<file path="config.mk">
export PLATFORM = sky130hd
export DESIGN_NAME = dct8x8_engine
export DESIGN_NICKNAME = d
export VERILOG_FILES = /design/src/rtl/dct_pkg.sv /design/src/rtl/dct_regfile.sv /design/src/rtl/dct_butterfly.sv /design/src/rtl/dct_mac.sv /design/src/rtl/dct8x8_engine.sv
export SDC_FILE = /design/constraint.sdc
export NUM_CORES = 2
export LEC_CHECK = 0
export BUFFER_PORTS_ARGS = -buffer_cell sky130_fd_sc_hd__buf_2
export CAP_MARGIN = 10
export CORE_ASPECT_RATIO = 0.7
export CORE_MARGIN = 2
export CORE_UTILIZATION = 45
export DETAILED_ROUTE_END_ITERATION = 12
export SYNTH_ARGS = -nofsm -noshare
export SYNTH_HDL_FRONTEND = slang
export SYNTH_SLANG_ARGS = --single-unit
</file>
<file path="constraint.sdc">
create_clock -name clk -period 35.2 [get_ports clk]
set_input_delay 7.04 -clock clk [delete_from_list [all_inputs] [get_ports clk]]
set_output_delay 7.04 -clock clk [all_outputs]
set_load 0.02 [all_outputs]
</file>
<file path="src/rtl/dct_pkg.sv">
`timescale 1ns/1ps
package dct_pkg;

    localparam int COEF_W    = 16;   // signed Q1.14 weights
    localparam int COEF_FRAC = 14;
    localparam int NPT       = 8;    // kernel length
    localparam int TAPS      = NPT / 2;

    typedef enum logic [1:0] {
        PH_LOAD = 2'd0,
        PH_COLS = 2'd1,
        PH_ROWS = 2'd2
    } phase_e;

    // Weight for output k, tap i: C(k)/2 * cos((2i+1)k*pi/16) in Q1.14.
    function automatic logic signed [COEF_W-1:0] cos_tap(input logic [2:0] k,
                                                         input logic [1:0] i);
        int  ang;
        int  mag;
        logic neg;
        ang = ((2 * int'(i) + 1) * int'(k)) % 32;
        if (ang > 16) ang = 32 - ang;
        neg = (ang > 8);
        if (neg) ang = 16 - ang;
        case (ang)
            1:       mag = 8035;
            2:       mag = 7568;
            3:       mag = 6811;
            4:       mag = 5793;
            5:       mag = 4551;
            6:       mag = 3135;
            7:       mag = 1598;
            default: mag = 0;
        endcase
        if (k == 3'd0) begin
            mag = 5793;
            neg = 1'b0;
        end
        return neg ? COEF_W'(-mag) : COEF_W'(mag);
    endfunction

endpackage

</file>
<file path="src/rtl/dct_regfile.sv">
`timescale 1ns/1ps
module dct_regfile #(
    parameter int W     = 16,
    parameter int DEPTH = 64,
    localparam int AW   = $clog2(DEPTH)
) (
    input  logic          clk,
    input  logic          we,
    input  logic [AW-1:0] waddr,
    input  logic [W-1:0]  wdata,
    input  logic [AW-1:0] raddr_a,
    input  logic [AW-1:0] raddr_b,
    output logic [W-1:0]  rdata_a,
    output logic [W-1:0]  rdata_b
);

    logic [W-1:0] mem_q [DEPTH];

    always_ff @(posedge clk) begin
        if (we) mem_q[waddr] <= wdata;
    end

    assign rdata_a = mem_q[raddr_a];
    assign rdata_b = mem_q[raddr_b];

endmodule

</file>
<file path="src/rtl/dct_butterfly.sv">
`timescale 1ns/1ps
module dct_butterfly #(
    parameter int W = 16
) (
    input  logic signed [W-1:0] a_i,
    input  logic signed [W-1:0] b_i,
    input  logic                diff_i,   // 1: a-b, 0: a+b
    output logic signed [W:0]   y_o
);

    logic signed [W:0] a_ext, b_ext;

    assign a_ext = {a_i[W-1], a_i};
    assign b_ext = {b_i[W-1], b_i};
    assign y_o   = diff_i ? (a_ext - b_ext) : (a_ext + b_ext);

endmodule

</file>
<file path="src/rtl/dct_mac.sv">
`timescale 1ns/1ps
module dct_mac #(
    parameter int IN_W  = 17,
    parameter int C_W   = 16,
    parameter int ACC_W = 40,
    localparam int P_W  = IN_W + C_W
) (
    input  logic                    clk,
    input  logic                    rst_n,
    input  logic                    en_i,
    input  logic                    first_i,
    input  logic signed [IN_W-1:0]  opnd_i,
    input  logic signed [C_W-1:0]   coef_i,
    output logic signed [ACC_W-1:0] sum_o
);

    logic signed [P_W-1:0]   prod;
    logic signed [ACC_W-1:0] acc_d, acc_q;

    always_comb begin
        prod  = opnd_i * coef_i;
        sum_o = (first_i ? '0 : acc_q) + {{(ACC_W-P_W){prod[P_W-1]}}, prod};
        acc_d = en_i ? sum_o : acc_q;
    end

    always_ff @(posedge clk) begin
        if (!rst_n) acc_q <= '0;
        else        acc_q <= acc_d;
    end

endmodule

</file>
<file path="src/rtl/dct8x8_engine.sv">
`timescale 1ns/1ps
module dct8x8_engine
    import dct_pkg::*;
#(
    parameter int SAMPLE_W = 8,
    parameter int OUT_W    = 12,
    parameter int MID_W    = 16,
    parameter int MID_FRAC = 3,
    parameter int ACC_W    = 40
) (
    input  logic                clk,
    input  logic                rst_n,
    input  logic                in_valid,
    output logic                in_ready,
    input  logic [SAMPLE_W-1:0] in_sample,
    output logic                out_valid,
    output logic [OUT_W-1:0]    out_coef,
    output logic                out_last
);

    localparam int BLK    = NPT * NPT;
    localparam int AW     = $clog2(BLK);
    localparam int STEP_W = $clog2(BLK * TAPS);
    localparam int OP_W   = MID_W + 1;
    localparam int SH_MID = COEF_FRAC - MID_FRAC;
    localparam int SH_OUT = COEF_FRAC + MID_FRAC;
    localparam logic signed [ACC_W-1:0] RND_MID = ACC_W'(1) << (SH_MID - 1);
    localparam logic signed [ACC_W-1:0] RND_OUT = ACC_W'(1) << (SH_OUT - 1);
    localparam logic signed [ACC_W-1:0] OMAX    = ACC_W'((1 << (OUT_W - 1)) - 1);
    localparam logic signed [ACC_W-1:0] OMIN    = ~OMAX;

    typedef struct packed {
        phase_e             ph;
        logic [AW-1:0]      ld_cnt;
        logic [STEP_W-1:0]  step;
        logic               ovalid;
        logic               olast;
        logic [OUT_W-1:0]   ocoef;
    } ctl_t;

    ctl_t c_d, c_q;

    logic [1:0] tap;
    logic [2:0] kidx, line;
    assign {line, kidx, tap} = c_q.step;

    // source pixel buffer (level-shifted)
    logic                src_we;
    logic [SAMPLE_W-1:0] src_a, src_b;
    logic [SAMPLE_W-1:0] shifted;
    assign shifted = {~in_sample[SAMPLE_W-1], in_sample[SAMPLE_W-2:0]};

    dct_regfile #(.W(SAMPLE_W), .DEPTH(BLK)) u_src (
        .clk    (clk),
        .we     (src_we),
        .waddr  (c_q.ld_cnt),
        .wdata  (shifted),
        .raddr_a({1'b0, tap, line}),
        .raddr_b({1'b1, ~tap, line}),
        .rdata_a(src_a),
        .rdata_b(src_b)
    );

    // transpose buffer: written per column, read per row
    logic             mid_we;
    logic [MID_W-1:0] mid_a, mid_b, mid_wdata;

    dct_regfile #(.W(MID_W), .DEPTH(BLK)) u_tbuf (
        .clk    (clk),
        .we     (mid_we),
        .waddr  ({kidx, line}),
        .wdata  (mid_wdata),
        .raddr_a({line, 1'b0, tap}),
        .raddr_b({line, 1'b1, ~tap}),
        .rdata_a(mid_a),
        .rdata_b(mid_b)
    );

    // kernel datapath
    logic signed [MID_W-1:0] op_a, op_b;
    logic signed [OP_W-1:0]  bfly;
    logic signed [ACC_W-1:0] mac_sum, mid_full, out_full;
    logic [OUT_W-1:0]        sat;

    always_comb begin
        if (c_q.ph == PH_COLS) begin
            op_a = {{(MID_W-SAMPLE_W){src_a[SAMPLE_W-1]}}, src_a};
            op_b = {{(MID_W-SAMPLE_W){src_b[SAMPLE_W-1]}}, src_b};
        end else begin
            op_a = mid_a;
            op_b = mid_b;
        end
    end

    dct_butterfly #(.W(MID_W)) u_bfly (
        .a_i   (op_a),
        .b_i   (op_b),
        .diff_i(kidx[0]),
        .y_o   (bfly)
    );

    dct_mac #(.IN_W(OP_W), .C_W(COEF_W), .ACC_W(ACC_W)) u_mac (
        .clk    (clk),
        .rst_n  (rst_n),
        .en_i   (c_q.ph != PH_LOAD),
        .first_i(tap == 2'd0),
        .opnd_i (bfly),
        .coef_i (cos_tap(kidx, tap)),
        .sum_o  (mac_sum)
    );

    always_comb begin
        mid_full  = (mac_sum + RND_MID) >>> SH_MID;
        out_full  = (mac_sum + RND_OUT) >>> SH_OUT;
        mid_wdata = mid_full[MID_W-1:0];
        if (out_full > OMAX)      sat = OUT_W'(OMAX);
        else if (out_full < OMIN) sat = OUT_W'(OMIN);
        else                      sat = out_full[OUT_W-1:0];
    end

    // control
    always_comb begin
        c_d        = c_q;
        c_d.ovalid = 1'b0;
        c_d.olast  = 1'b0;
        src_we     = 1'b0;
        mid_we     = 1'b0;
        unique case (c_q.ph)
            PH_LOAD: begin
                if (in_valid) begin
                    src_we     = 1'b1;
                    c_d.ld_cnt = c_q.ld_cnt + AW'(1);
                    if (c_q.ld_cnt == AW'(BLK - 1)) begin
                        c_d.ph   = PH_COLS;
                        c_d.step = '0;
                    end
                end
            end
            PH_COLS: begin
                mid_we   = (tap == 2'd3);
                c_d.step = c_q.step + STEP_W'(1);
                if (c_q.step == '1) c_d.ph = PH_ROWS;
            end
            PH_ROWS: begin
                if (tap == 2'd3) begin
                    c_d.ovalid = 1'b1;
                    c_d.ocoef  = sat;
                    c_d.olast  = (c_q.step == '1);
                end
                c_d.step = c_q.step + STEP_W'(1);
                if (c_q.step == '1) begin
                    c_d.ph     = PH_LOAD;
                    c_d.ld_cnt = '0;
                end
            end
            default: c_d.ph = PH_LOAD;
        endcase
    end

    always_ff @(posedge clk) begin
        if (!rst_n) begin
            c_q.ph     <= PH_LOAD;
            c_q.ld_cnt <= '0;
            c_q.step   <= '0;
            c_q.ovalid <= 1'b0;
            c_q.olast  <= 1'b0;
            c_q.ocoef  <= '0;
        end else begin
            c_q <= c_d;
        end
    end

    assign in_ready  = (c_q.ph == PH_LOAD);
    assign out_valid = c_q.ovalid;
    assign out_last  = c_q.olast;
    assign out_coef  = c_q.ocoef;

endmodule

</file>
==> reports/metrics.yaml <==
status: "completed"
syn_to_final_growth_pct: 10.6
cts.htree.levels: 4
arrival_ns: 18.53
regArea_um2: 47700
fin_crit_ns: 17.88
combPwrFrac: 0.006
async_flop_share: 0
cts.path.max_buffers: 3
clock_skew_ns: 0.0581
initial_core_util: 0.454
cp_common_cell: "fa_1"
synthFlopType: "edfxtp_1"
placed_cell_area_um2: 81000
setup_tns_ns: 0
grt_max_degree: 89
slowest_delay_ns: 0.74
fp-row-count: 127
critPathSlowestCell: "dfxtp_4"
swShare: 0.201
stdcell_area_um2: 86000
routedWlPerCell_um: 27.5
p_sw_w: 0.000754
gr-usage-all-layers: 0.234
cap_violations: 0
cp-start-kind: "flop"
finalCritPeriodShare: 0.508
holdBufCountCts: 0
clock_power_share: 0.440
clk_pin_slew_worst_paths_ns: 0.06
drt-vias-per-instance: 5.97
worst_pin_slew_ns: 1.29
cp_num_buf_inv: 6
post_cts_buffers: 0
clock.fmax_mhz: 55.9
antenna_found_initial: 4
cts_buffers: 151
path_delay_family: "compound AO/OA/AOI/OAI gates"
cts_tree: "yes"
cellPowerDensity_nw_per_um2: 43.6
required_ns: 35.85
overflow: 0
io_pins: 26
multiInputGateArea_um2: 28000
synthDistinctLibCells: 90
grt_pass1_wl_um: 302000
setup_violations: 0
route.met3.wl_um: 20700
peakVddDrop_mv: 0.0447
fp.coreArea_um2: 171000
fillers: 14100
maxSlewViolCount: 0
firstDrtPassIters: 6
ys_warn_count: 0
p_int_w: 0.00300
yosysSeqAreaShare: 0.612
drt-met1-wl_um: 95200
dieArea_um2: 176000
root_buffer: "clkbuf_16"
cts_num_sinks: 1611
place_congestion: 0.899
synth_edf_count: 1536
numPortBuffers: 25
num_vias: 44500
die_y_um: 352
hp-class: "reg -> reg"
leakage_nw: 29.2
syn_inst: 5014
syn-num-nets: 5459
syn-cell-area_um2: 77800
nets: 5528
die_x_um: 501
rsz0062_at_grt: "no"
p_seq_frac: 0.554
cts_resized: 0
relSlewSlack: 0.135
drive_gt1_frac: 0.170
remaining_drc_errors: 0
antenna_left: 0
finalHoldViolCount: 0
critPathCaptureType: "flop"
grt_pass1_vias: 43500
crit_type: "reg -> reg"
ys_ff_latch: 1611
cp_max_fo: 40
routed.top_layer: "met5"
drtIter0Drc: 5590
ff2ff_setup_slack_ns: 17.32
dr_wl_met2_um: 86100
hpwl_um: 133000
syn_area_per_cell_um2: 15.5
clkLatencyLatePin_ns: 0.80
routed_wl_um: 205000
==> layout make-up <==
| cell class | count | area share |
|---|---|---|
| sequential | 1611 | 0.554 |
| timing repair buffer | 160 | 0.0135 |
| antenna | 2 | 0.0000582 |
| inverter | 380 | 0.0166 |
| clock buffer | 182 | 0.0461 |
| tap | 2257 | 0.0328 |
| clock inverter | 89 | 0.0118 |
| multi-input combinational | 2779 | 0.325 |
==> tightest hold or removal path: stages (launching register included) <==
cell and delay (ns):
dfxtp_1 0.32, nand2_1 0.05, a21boi_0 0.06
==> worst paths after layout <==
| path | to | depth (start not counted) | start |
|---|---|---|---|
| setup / recovery | out_coef[1] | 58 | c_q[21] |
| hold / removal | out_coef[11] | 2 | out_coef[11] |
| setup reg to reg | out_coef[1] | 58 | c_q[21] |
| hold reg to reg | out_coef[11] | 2 | out_coef[11] |
==> state kept, by name (all words and copies together), names as in the netlist, named ones only <==
name	flops
c_q	16
out_coef	12
out_last	1
out_valid	1
u_mac.acc_q	40
u_src.mem_q	512
u_tbuf.mem_q	1024
==> placed cells by master, fill, tap and decap left out, types with 127 or more instances in the layout <==
cell,count
edfxtp_1,1536
fa_1,281
buf_4,133
nand2_1,286
ha_1,150
o21ai_0,127
nor2_1,388
clkbuf_16,154
mux4_2,377
a21oi_1,143
inv_1,376
==> cell usage after synthesis, types with 17 or more instances <==
cell type     n  area share
xor2_1       50      0.0056
mux2i_1      65      0.0084
clkbuf_1    127      0.0061
nand2_1     286       0.014
xnor2_1      85      0.0096
o211a_1      17      0.0022
or2_2        25      0.0020
dfxtp_1      75       0.019
buf_1        53      0.0026
ha_1        153       0.025
a22oi_1      73      0.0070
nand3_1      70      0.0045
fa_1        281       0.072
nor2_1      400       0.019
buf_2        37      0.0024
and2_1       54      0.0043
a221oi_1     22      0.0025
o211ai_1     17      0.0016
nand2b_1     31      0.0025
mux2_2       28      0.0041
nand4_1      29      0.0023
buf_4        24      0.0023
and3_1       33      0.0027
nor2b_1      71      0.0057
a21o_1       33      0.0032
mux4_2      377        0.11
o21ai_0     128      0.0082
nor3_1       48      0.0031
inv_1       377       0.018
a21oi_1     144      0.0093
or3_1        18      0.0014
edfxtp_1   1536        0.59
==> logic make-up (layout without fill, tap and decap cells) <==
kind of cell,count (synthesis),in the layout,synth area share
compound gates,615,615,0.0536
fa+ha+maj,435,435,0.0971
flops,1611,1611,0.612
simple gates,1122,1122,0.0678
xor+xnor,136,136,0.0155
buf+inv,624,811,0.0322
other cells,1,3,0.0000482
mux,470,470,0.122
==> stage by stage <==
stage / cells / total power (W) / setup slack, ns / hold WS, ns / util
4_1_cts: 7457 / 0.00378 / 17.52 / 0.490 / 0.502
6_report: 7460 / 0.00375 / 17.32 / 0.481 / 0.502
5_1_grt: 7458 / 0.00386 / 16.22 / 0.536 / 0.502
3_3_place_gp: 7186 / 0.00214 / 17.79 / 0.489 / 0.473
2_1_floorplan: 5014 / 0.00213 / 19.03 / 0.444 / -
3_5_place_dp: 7186 / 0.00214 / 17.55 / 0.480 / 0.473
==> power by group through the flow <==
stage               registers, W  clock network, W   logic [W]
finish                   0.00208           0.00165   0.0000227
global route             0.00208           0.00176   0.0000239
CTS                      0.00208           0.00168   0.0000223
detailed placement       0.00212                 0   0.0000224
global placement         0.00212                 0   0.0000217
floorplan                0.00212                 0  0.00000632
==> routing by layer <==
| metal | vias to the layer above | track usage |
|---|---|---|
| met5 | - | 0 |
| met1 | 23200 | 0.372 |
| met3 | 209 | 0.0513 |
| met2 | 2101 | 0.329 |
| met4 | 4 | 0.0451 |
| li1 | 19000 | - |
Power figures use the tool's default switching activity.
